==> src/rtl/mdu_pkg.sv <==
package mdu_pkg;
  typedef enum logic [2:0] {
    MD_MULU_B = 3'd0,
    MD_MULU_W = 3'd1,
    MD_MULS_B = 3'd2,
    MD_MULS_W = 3'd3,
    MD_DIVU_B = 3'd4
  } md_op_e;

  function automatic logic md_is_word(input md_op_e op);
    return (op == MD_MULU_W) || (op == MD_MULS_W);
  endfunction

  function automatic logic md_is_smul(input md_op_e op);
    return (op == MD_MULS_B) || (op == MD_MULS_W);
  endfunction
endpackage

==> src/rtl/mdu_ctrl.sv <==
module mdu_ctrl #(
  parameter int CNT_W = 5
) (
  input  logic             clk,
  input  logic             rst_n,
  input  logic             accept,
  input  logic [CNT_W-1:0] lat,
  output logic             busy,
  output logic             done,
  output logic [CNT_W-1:0] cnt
);
  logic [CNT_W-1:0] lat_q;

  // cnt = 1 in the first cycle after acceptance; done in state lat
  assign done = busy && (cnt == lat_q - CNT_W'(1));

  always_ff @(posedge clk or negedge rst_n) begin
    if (!rst_n) begin
      busy  <= 1'b0;
      cnt   <= '0;
      lat_q <= '0;
    end else if (accept) begin
      busy  <= 1'b1;
      cnt   <= CNT_W'(1);
      lat_q <= lat;
    end else if (busy) begin
      cnt <= cnt + CNT_W'(1);
      if (done) busy <= 1'b0;
    end
  end

  p_done_single_r9: assert property (@(posedge clk) disable iff (!rst_n)
    done |=> !done);
  p_done_idle_r9: assert property (@(posedge clk) disable iff (!rst_n)
    done |=> !busy);
  p_count_gapless_r9: assert property (@(posedge clk) disable iff (!rst_n)
    (busy && !done) |=> (busy && cnt == $past(cnt) + CNT_W'(1)));
endmodule

==> src/rtl/mdu_mul.sv <==
module mdu_mul #(
  parameter int W = 16
) (
  input  logic           clk,
  input  logic           rst_n,
  input  logic           load,
  input  logic           step,
  input  logic [W-1:0]   mcand,
  input  logic [W-1:0]   mplr,
  output logic [2*W-1:0] prod
);
  logic [W-1:0] mc_q;
  logic [W:0]   sum;

  // add multiplicand into the upper half when the current multiplier bit is 1
  assign sum = {1'b0, prod[2*W-1:W]} + (prod[0] ? {1'b0, mc_q} : '0);

  always_ff @(posedge clk or negedge rst_n) begin
    if (!rst_n) begin
      mc_q <= '0;
      prod <= '0;
    end else if (load) begin
      mc_q <= mcand;
      prod <= {{W{1'b0}}, mplr};
    end else if (step) begin
      prod <= {sum, prod[W-1:1]};
    end
  end

  p_load_clear_r2: assert property (@(posedge clk) disable iff (!rst_n)
    load |=> (prod[2*W-1:W] == '0));
endmodule

==> src/rtl/mdu_div.sv <==
module mdu_div #(
  parameter int H = 8
) (
  input  logic           clk,
  input  logic           rst_n,
  input  logic           load,
  input  logic           step,
  input  logic [2*H-1:0] dividend,
  input  logic [H-1:0]   divisor,
  output logic [2*H-1:0] rem_quo
);
  logic [H-1:0] hi, lo, dv;
  logic [H+1:0] trial;

  assign trial   = {1'b0, hi, lo[H-1]} - {2'b00, dv};
  assign rem_quo = {hi, lo};

  always_ff @(posedge clk or negedge rst_n) begin
    if (!rst_n) begin
      hi <= '0;
      lo <= '0;
      dv <= '0;
    end else if (load) begin
      hi <= dividend[2*H-1:H];
      lo <= dividend[H-1:0];
      dv <= divisor;
    end else if (step) begin
      hi <= trial[H+1] ? {hi[H-2:0], lo[H-1]} : trial[H-1:0];
      lo <= {lo[H-2:0], ~trial[H+1]};
    end
  end

  p_rem_bound_r5: assert property (@(posedge clk) disable iff (!rst_n)
    (step && hi < dv) |=> (hi < dv));
  p_trial_fits_r5: assert property (@(posedge clk) disable iff (!rst_n)
    (step && hi < dv && !trial[H+1]) |-> !trial[H]);
endmodule

==> src/rtl/muldiv_unit.sv <==
module muldiv_unit
  import mdu_pkg::*;
#(
  parameter int W          = 16,
  parameter int LAT_MULU_B = 14,
  parameter int LAT_MULU_W = 22,
  parameter int LAT_MULS_B = 16,
  parameter int LAT_MULS_W = 24,
  parameter int LAT_DIVU_B = 14,
  parameter int CNT_W      = 5
) (
  input  logic           clk,
  input  logic           rst_n,
  input  logic           in_valid,
  output logic           in_ready,
  input  logic [2:0]     in_op,
  input  logic [W-1:0]   in_src,
  input  logic [W-1:0]   in_dst,
  output logic           done,
  output logic [2*W-1:0] result,
  output logic           flag_n,
  output logic           flag_z,
  output logic           flags_we
);
  localparam int H = W / 2;

  md_op_e           op_in, op_q;
  logic             busy, accept, step, neg_in, neg_q;
  logic [CNT_W-1:0] cnt, lat_sel, nbits;
  logic [W-1:0]     src_q, dst_q, mc_in, mp_in, mag_b, sres_b;
  logic [2*W-1:0]   prod;
  logic [W-1:0]     rq;

  assign in_ready = !busy;
  assign accept   = in_valid && in_ready;

  always_comb begin
    unique case (in_op)
      3'd0:    begin op_in = MD_MULU_B; lat_sel = CNT_W'(LAT_MULU_B); end
      3'd1:    begin op_in = MD_MULU_W; lat_sel = CNT_W'(LAT_MULU_W); end
      3'd2:    begin op_in = MD_MULS_B; lat_sel = CNT_W'(LAT_MULS_B); end
      3'd3:    begin op_in = MD_MULS_W; lat_sel = CNT_W'(LAT_MULS_W); end
      default: begin op_in = MD_DIVU_B; lat_sel = CNT_W'(LAT_DIVU_B); end
    endcase
  end

  // operand magnitudes for the shift-add engine
  always_comb begin
    if (md_is_word(op_in)) begin
      mc_in  = (md_is_smul(op_in) && in_dst[W-1]) ? W'(0) - in_dst : in_dst;
      mp_in  = (md_is_smul(op_in) && in_src[W-1]) ? W'(0) - in_src : in_src;
      neg_in = md_is_smul(op_in) && (in_dst[W-1] ^ in_src[W-1]);
    end else begin
      mc_in  = {{H{1'b0}}, (md_is_smul(op_in) && in_dst[H-1]) ? H'(0) - in_dst[H-1:0] : in_dst[H-1:0]};
      mp_in  = {{H{1'b0}}, (md_is_smul(op_in) && in_src[H-1]) ? H'(0) - in_src[H-1:0] : in_src[H-1:0]};
      neg_in = md_is_smul(op_in) && (in_dst[H-1] ^ in_src[H-1]);
    end
  end

  always_ff @(posedge clk or negedge rst_n) begin
    if (!rst_n) begin
      op_q  <= MD_MULU_B;
      neg_q <= 1'b0;
      src_q <= '0;
      dst_q <= '0;
    end else if (accept) begin
      op_q  <= op_in;
      neg_q <= neg_in;
      src_q <= in_src;
      dst_q <= in_dst;
    end
  end

  assign nbits = md_is_word(op_q) ? CNT_W'(W) : CNT_W'(H);
  assign step  = busy && (cnt <= nbits);

  mdu_ctrl #(.CNT_W(CNT_W)) u_ctrl (
    .clk(clk), .rst_n(rst_n), .accept(accept), .lat(lat_sel),
    .busy(busy), .done(done), .cnt(cnt)
  );

  mdu_mul #(.W(W)) u_mul (
    .clk(clk), .rst_n(rst_n), .load(accept),
    .step(step && op_q != MD_DIVU_B),
    .mcand(mc_in), .mplr(mp_in), .prod(prod)
  );

  mdu_div #(.H(H)) u_div (
    .clk(clk), .rst_n(rst_n), .load(accept),
    .step(step && op_q == MD_DIVU_B),
    .dividend(in_dst), .divisor(in_src[H-1:0]), .rem_quo(rq)
  );

  // byte products land shifted up by H after H steps
  assign mag_b  = prod[W+H-1:H];
  assign sres_b = neg_q ? W'(0) - mag_b : mag_b;

  always_comb begin
    flags_we = 1'b0;
    flag_n   = 1'b0;
    flag_z   = 1'b0;
    unique case (op_q)
      MD_MULU_B: result = {{W{1'b0}}, mag_b};
      MD_MULU_W: result = prod;
      MD_MULS_B: begin
        result   = {{W{1'b0}}, sres_b};
        flags_we = 1'b1;
        flag_n   = sres_b[W-1];
        flag_z   = (sres_b == '0);
      end
      MD_MULS_W: begin
        result   = neg_q ? (2*W)'(0) - prod : prod;
        flags_we = 1'b1;
        flag_n   = result[2*W-1];
        flag_z   = (result == '0);
      end
      default: begin
        result   = {{W{1'b0}}, rq};
        flags_we = 1'b1;
        flag_n   = src_q[H-1];
        flag_z   = (src_q[H-1:0] == '0);
      end
    endcase
  end

  p_byte_upper_zero_r1: assert property (@(posedge clk) disable iff (!rst_n)
    (done && op_q == MD_MULU_B) |-> (result[2*W-1:W] == '0));
  p_unsigned_noflags_r6: assert property (@(posedge clk) disable iff (!rst_n)
    (done && (op_q == MD_MULU_B || op_q == MD_MULU_W)) |-> !flags_we);
  p_sbyte_sign_r3: assert property (@(posedge clk) disable iff (!rst_n)
    (done && op_q == MD_MULS_B && src_q[H-1:0] != '0 && dst_q[H-1:0] != '0)
      |-> (result[W-1] == (src_q[H-1] ^ dst_q[H-1])));
  p_sword_sign_r4: assert property (@(posedge clk) disable iff (!rst_n)
    (done && op_q == MD_MULS_W && src_q != '0 && dst_q != '0)
      |-> (result[2*W-1] == (src_q[W-1] ^ dst_q[W-1])));
  p_div_rem_r5: assert property (@(posedge clk) disable iff (!rst_n)
    (done && op_q == MD_DIVU_B && dst_q[W-1:H] < src_q[H-1:0])
      |-> (result[W-1:H] < src_q[H-1:0]));
  p_busy_ignore_r10: assert property (@(posedge clk) disable iff (!rst_n)
    (in_valid && !in_ready) |=> ($stable(op_q) && $stable(src_q) && $stable(dst_q)));
endmodule

==> config.mk <==
export PLATFORM = sky130hd
export DESIGN_NAME = muldiv_unit
export DESIGN_NICKNAME = d
export VERILOG_FILES = /design/src/rtl/mdu_pkg.sv /design/src/rtl/mdu_ctrl.sv /design/src/rtl/mdu_mul.sv /design/src/rtl/mdu_div.sv /design/src/rtl/muldiv_unit.sv
export SDC_FILE = /design/constraint.sdc
export NUM_CORES = 1
export LEC_CHECK = 0
export CORE_AREA = 2 2 155 157
export CTS_CLUSTER_SIZE = 16
export DETAILED_ROUTE_END_ITERATION = 8
export DIE_AREA = 0 0 157 159
export DONT_BUFFER_PORTS = 1
export PLACE_DENSITY_LB_ADDON = 0.12
export SYNTH_ARGS = -nofsm -noshare
export SYNTH_HDL_FRONTEND = slang
export SYNTH_SLANG_ARGS = --single-unit
==> constraint.sdc <==
create_clock -name clk -period 3.9 [get_ports clk]
set_input_delay 0.78 -clock clk [delete_from_list [all_inputs] [get_ports clk]]
set_output_delay 0.78 -clock clk [all_outputs]
set_load 0.05 [all_outputs]
Yosys cells after proc, flatten, opt, wreduce, memory -nomap -nowiden
Index checks and enable logic that the tools add are counted.
Storage, ports and cells
  output and inout port bits: 37
  input bits: 38
  logic and storage cells: 90
  register bits after elaboration: 95
Cells by class
  reduce and logical (&&, ||, !) cells: 24
  $add $sub $neg: 10
  $lt $le $gt $ge: 1
  bitwise logic cells: 3
  equal/unequal tests: 12
  muxes and demuxes: 29
Operator list (number)
  $pmux W32 S4: 1
  $mux W16: 6
  $mux W32: 3
  $mux W8: 7
  $sub A1 B16 Y16 const A: 3
  $logic_not A32 Y1: 1
  $sub A1 B32 Y32 const A: 1
  $eq A3 B2 Y1 const B: 6
  $add A16 B17 Y17: 1
  $logic_not A16 Y1: 1
  $sub A1 B8 Y8 const A: 2
  $mux W5: 3
  $pmux W5 S3: 1
  $pmux W3 S4: 1
  $logic_and A1 B1 Y1: 11
  $sub A9 B8 Y10: 1
  $eq A3 B1 Y1 const B: 3
  $logic_not A8 Y1: 1
  $logic_not A3 Y1: 2
  $pmux W1 S3: 2
  $reduce_bool A2 Y1: 3
  $add A5 B1 Y5 const B: 1
  $eq A5 B5 Y1: 1
  $le A5 B5 Y1: 1
  9 further kinds: 16

Logic depth before layout (Yosys ltp)
  word-level depth: 8
  depth in mapped cells: 13
  depth with buffers taken out: 11

Modules after synthesis
From an unflattened synthesis, not the netlist that was laid out.
Unflattened totals
  cell total of the unflattened synthesis: 1111
  area total of the unflattened synthesis: 8838.5 sq um
Modules (own cells, without submodules)
  muldiv_unit: cells an instance 610, seq. area each 300.3 sq um, area an instance 3863.7 sq um, times used 1
  mdu_mul: cells an instance 283, seq. area each 1201.2 sq um, area an instance 2869.0 sq um, times used 1
  mdu_div: cells an instance 162, seq. area each 600.6 sq um, area an instance 1521.5 sq um, times used 1
  mdu_ctrl: cells an instance 56, seq. area each 275.3 sq um, area an instance 584.3 sq um, times used 1

Least setup slack after synthesis
No wires, ideal clock.
  path type: register -> output
  from: reg u_mul.prod[9]
  to: out flag_n
  buffers on the path: 2
  arrival time: 3253 ps
  slack: -133 ps
  data required time: 3120 ps
  cell stages (with the launch flop): 10
  cell sequence: dfrtp_1 > buf_6 > or4_4 > buf_6 > nor4_4 > and2_4 > a41o_1 > xnor2_1 > a21oi_1 > o31ai_1
On the way
  word-level cells in the longest chain between the ends: 3
  elaborated cells on any way between the ends: 5
  classes of those cells: add/sub: 2; mux: 3
Ends and longest elaborated chain
  start: declaration: line mdu_mul.sv:10  | output logic [2*W-1:0] prod
  start signal: assignment: line mdu_mul.sv:24  | prod <= {{W{1'b0}}, mplr};
  start signal: assignment: line mdu_mul.sv:26  | prod <= {sum, prod[W-1:1]};
  $sub A1 B32 Y32 / $sub A1 B16 Y16 (equally long branches): line muldiv_unit.sv:112, muldiv_unit.sv:96
  $mux W32 / $mux W16 (equally long branches): line muldiv_unit.sv:112, muldiv_unit.sv:96
  $pmux W1 S3 *: line muldiv_unit.sv:102  | unique case (op_q)
  end: declaration: line muldiv_unit.sv:21  | output logic flag_n,
Mark *: on every way between the ends. The rest lies on a longest branch, timed or not.

Final worst setup path
  from: reg u_mul.prod[1]
  to: out flag_z
On the way
  word-level cells in the longest chain between the ends: 4
Ends and longest elaborated chain
  $sub A1 B32 Y32: line muldiv_unit.sv:112  | result = neg_q ? (2*W)'(0) - prod : prod;
  $mux W32 *: line muldiv_unit.sv:112
  $logic_not A32 Y1 *: line muldiv_unit.sv:115  | flag_z = (result == '0);
  $pmux W1 S3 *: line muldiv_unit.sv:102
  end: declaration: line muldiv_unit.sv:22  | output logic flag_z,
Marked as above.

==> summary.md <==
| Metric | Value |
|---|---|
| Status | `completed` |
| Clk Tree Root Cell | `clkbuf_16` |
| Final setup fails | `0` |
| P per Cell Area | `921 nW/um2` |
| Max H-tree Level | `3` |
| Yosys Warn Count | `0` |
| CP endpoint kind | `output port` |
| P_int | `between 4 and 5 mW` |
| Synth Flop Type | `dfrtp_1` |
| DR pass1 iterations | `5` |
| Critical path class | `reg2out` |
| Dpl cells | `~1400` |
| Mean post-synth cell area | `7.55 um2` |
| Post-DP HPWL | `21300 um` |
| Synth area leader | `dfrtp_1` |
| Floorplan row count | `56` |
| Top Ports | `75` |
| CTS sink cnt | `85` |
| Psw | `between 4 and 5 mW` |
| EDFF count, synth | `0` |
| Slew Limit Fails | `0` |
| Cell area after synthesis | `8030 um2` |
| Via count | `7950` |
| Critical path origin | `u_mul.prod[1]$_DFFE_PN0P_` |
| Drt total wl | `28200 um` |
| Num CTS Buffers | `9` |
| Worst-Skew Late Latency | `350 ps` |
| Arr. time, crit path | `3070 ps` |
| Die width | `between 150 and 200 um` |
| FF/Latch Area | `roughly 2100 um2` |
| Worst EP required | `3120 ps` |
| DIE HEIGHT | `159 um` |
| Worst slew pin tran | `894 ps` |
| Hold slack | `128 ps` |
| Commonest non-fill, non-tap cell in the layout | `nand2_1` |
| Placement Cell Area | `around 8800 um2` |
| Count of buffers from port buffering | `0` |
| Detailed-route wire length per cell | `19.8 um` |
| Area of the multi-input gates | `around 5600 um2` |
| Fin crit share | `98.8%` |
| Syn Inst Count | `1063` |
| Fillers | `2428` |
| Sw Share | `52.8%` |
| Comb power frac | `69.3%` |
| Fmax | `259 MHz` |
| Total GRT Usage | `22.8%` |
| Post-synthesis sequential area ratio | `26.5%` |
| Crit Reg-Reg Startpoint | `op_q[0]$_DFFE_PN0P_` |
| Routability Congestion | `between 0.9 and 1` |
| Initial antenna violation count | `0` |
| CTS tree | `yes` |
| Total die area | `25000 um2` |
| Reg2reg setup slack | `820 ps` |
| Async S/R FF share, synth | `100%` |
| Final setup skew | `just over 8 ps` |
| R2R Path End | `u_mul.prod[15]$_DFFE_PN0P_` |
| Worst Setup Start Kind | `flip-flop` |
| Critical Path Fanout Max | `6` |
| Maximum clock path buffer count | `2` |
| Worst min-delay path class | `in2async` |
| RSZ-0062 raised after global routing | `yes` |
| Iter 0 DRT Violations | `about 640` |
| Core region area | `23200 um2` |
| Tmin final | `3850 ps` |
| Synthesis-stage register bit count | `85` |
| P_leak | `3.88 nW` |
| Setup_tns | `0 ps` |
| Reg clk slew, reported paths | `around 60 ps` |
| Initial Util | `roughly a third` |
| Post-Layout Cell Count | `roughly 1400` |
| Remaining antenna violation count | `0` |
| Vias/cell | `5.58` |
| Area delta synth->final | `17.2%` |
| Layout cell share with drive strength beyond 1 | `16.7%` |
| Peak VDD IR | `0.000659 V` |
| Hold Fails Final Rpt | `0` |
| Share of the synthesized area in the top cell type | `26.5%` |
| Fin area | `9410 um2` |
| Most frequent cells in the layout | `124 x nand2_1, 112 x nor2_1, 101 x buf_4, 84 x o21ai_0, 83 x dfrtp_1` |
| Relative slew slack | `40.1%` |
| Netlist cell types | `76` |
| Mapped Nets | `1138` |
| Final nets | `1175` |
| ANT cells | `0` |
| Residual DRC | `0` |
| Congestion Overflow GR | `0` |
| Clock network power share | `10.8%` |
| Top cells by area, synth | `dfrtp_1 26%, nand2_1 5.8%, o21ai_0 5.8%` |
| First-pass GRT wire length | `44700 um` |
| Max-cap violations | `0` |
| Power share of the sequential group | `a little under 20%` |
| Reg2Reg Depth | `9` |
| Largest net degree at the start of global routing | `86` |
| Vias in the first global route | `7638` |
cell families (layout without fill, tap and decap cells):
group | count (synthesis) | in the layout | share of synthesized area [%]
DFF | 85 | 85 | 26.5
and+or+nand+nor | 406 | 406 | 24.4
xor gates and xnor gates | 76 | 76 | 8.29
muxes | 29 | 29 | 4.24
buffers and inverters | 124 | 166 | 6.25
adders and majority gates | 37 | 37 | 5.95
AOI/OAI and AO/OA | 306 | 306 | 24.3
per-layer routing:
metal / GRT usage, % / wire length, um / vias up
li1: - / - / 3872
met1: 33.7 / 13300 / 3747
met2: 34.5 / 12400 / 284
met3: 3.48 / 1880 / 47
met4: 6.30 / 619 / 0
met5: 0 / 0 / -
power by group through the flow:
stage / Clock (mW) / Combinational (mW) / Sequential (mW)
6_report: 0.936 / 6.01 / 1.72
5_1_grt: 0.998 / 6.57 / 1.78
2_1_floorplan: 0 / 4.19 / 1.56
4_1_cts: 0.959 / 5.88 / 1.71
3_5_place_dp: 0 / 5.77 / 1.73
3_3_place_gp: 0 / 5.77 / 1.72
synthesized netlist by cell type (15+ instances only):
master and number:
o31ai_1 15, xor2_1 41, ha_1 35, inv_1 46, nor3_1 35, nand3_1 28, a31oi_1 17, dfrtp_1 85
a21oi_1 70, nand2_1 125, a22oi_1 15, nor2_1 113, clkbuf_1 57, o21ai_0 93, mux2i_1 16, xnor2_1 35
and2_1 17
worst max path at each step:
stage          slack, ps  cells past startpoint          to
2_1_floorplan         70                     11      flag_z
3_3_place_gp         130                     10  result[13]
3_5_place_dp          80                     10      flag_z
4_1_cts                2                      8  result[13]
5_1_grt              -70                     10      flag_z
6_report              50                     10      flag_z
repair_timing:
action	in CTS	in global routing
setup endpoints to repair	6	6
setup buffers	6	5
pin swaps	5	11
resized for setup	16	25
hold buffers	0	0
state kept, by name, summed over array words and instances (netlist names):
register / count
u_div.hi: 8
u_ctrl.busy: 1
u_div.lo: 8
u_ctrl.cnt: 5
u_ctrl.lat_q: 3
u_div.dv: 8
op_q: 3
u_mul.prod: 32
u_mul.mc_q: 16
neg_q: 1
final cells by class:
class | count | area share (%)
multi-input cells | 854 | 59.4
flip-flops and latches | 85 | 22.6
repair buffers | 103 | 8.48
well taps | 319 | 4.24
clock buffers | 10 | 2.43
inverters | 47 | 1.87
clock inverters | 6 | 0.931
critical path, cell delays in order (launching register included):
cell	delay (ps)
dfrtp_1	430
inv_2	110
ha_4	150
or3b_4	450
nor4_4	400
buf_4	180
and3b_2	200
nor3_1	60
a2111oi_2	300
a41o_1	290
buf_12	150
through the flow:
stage / utilization, % / total power, mW / setup slack (ps)
2_1_floorplan: - / 5.74 / 68.4
3_3_place_gp: 38.1 / 7.49 / 135
3_5_place_dp: 38.1 / 7.49 / 83.2
4_1_cts: 39.9 / 8.54 / 2.21
5_1_grt: 40.6 / 9.34 / -74.3
6_report: 40.6 / 8.67 / 45.7
No activity file was read; power rests on OpenSTA's default activity.
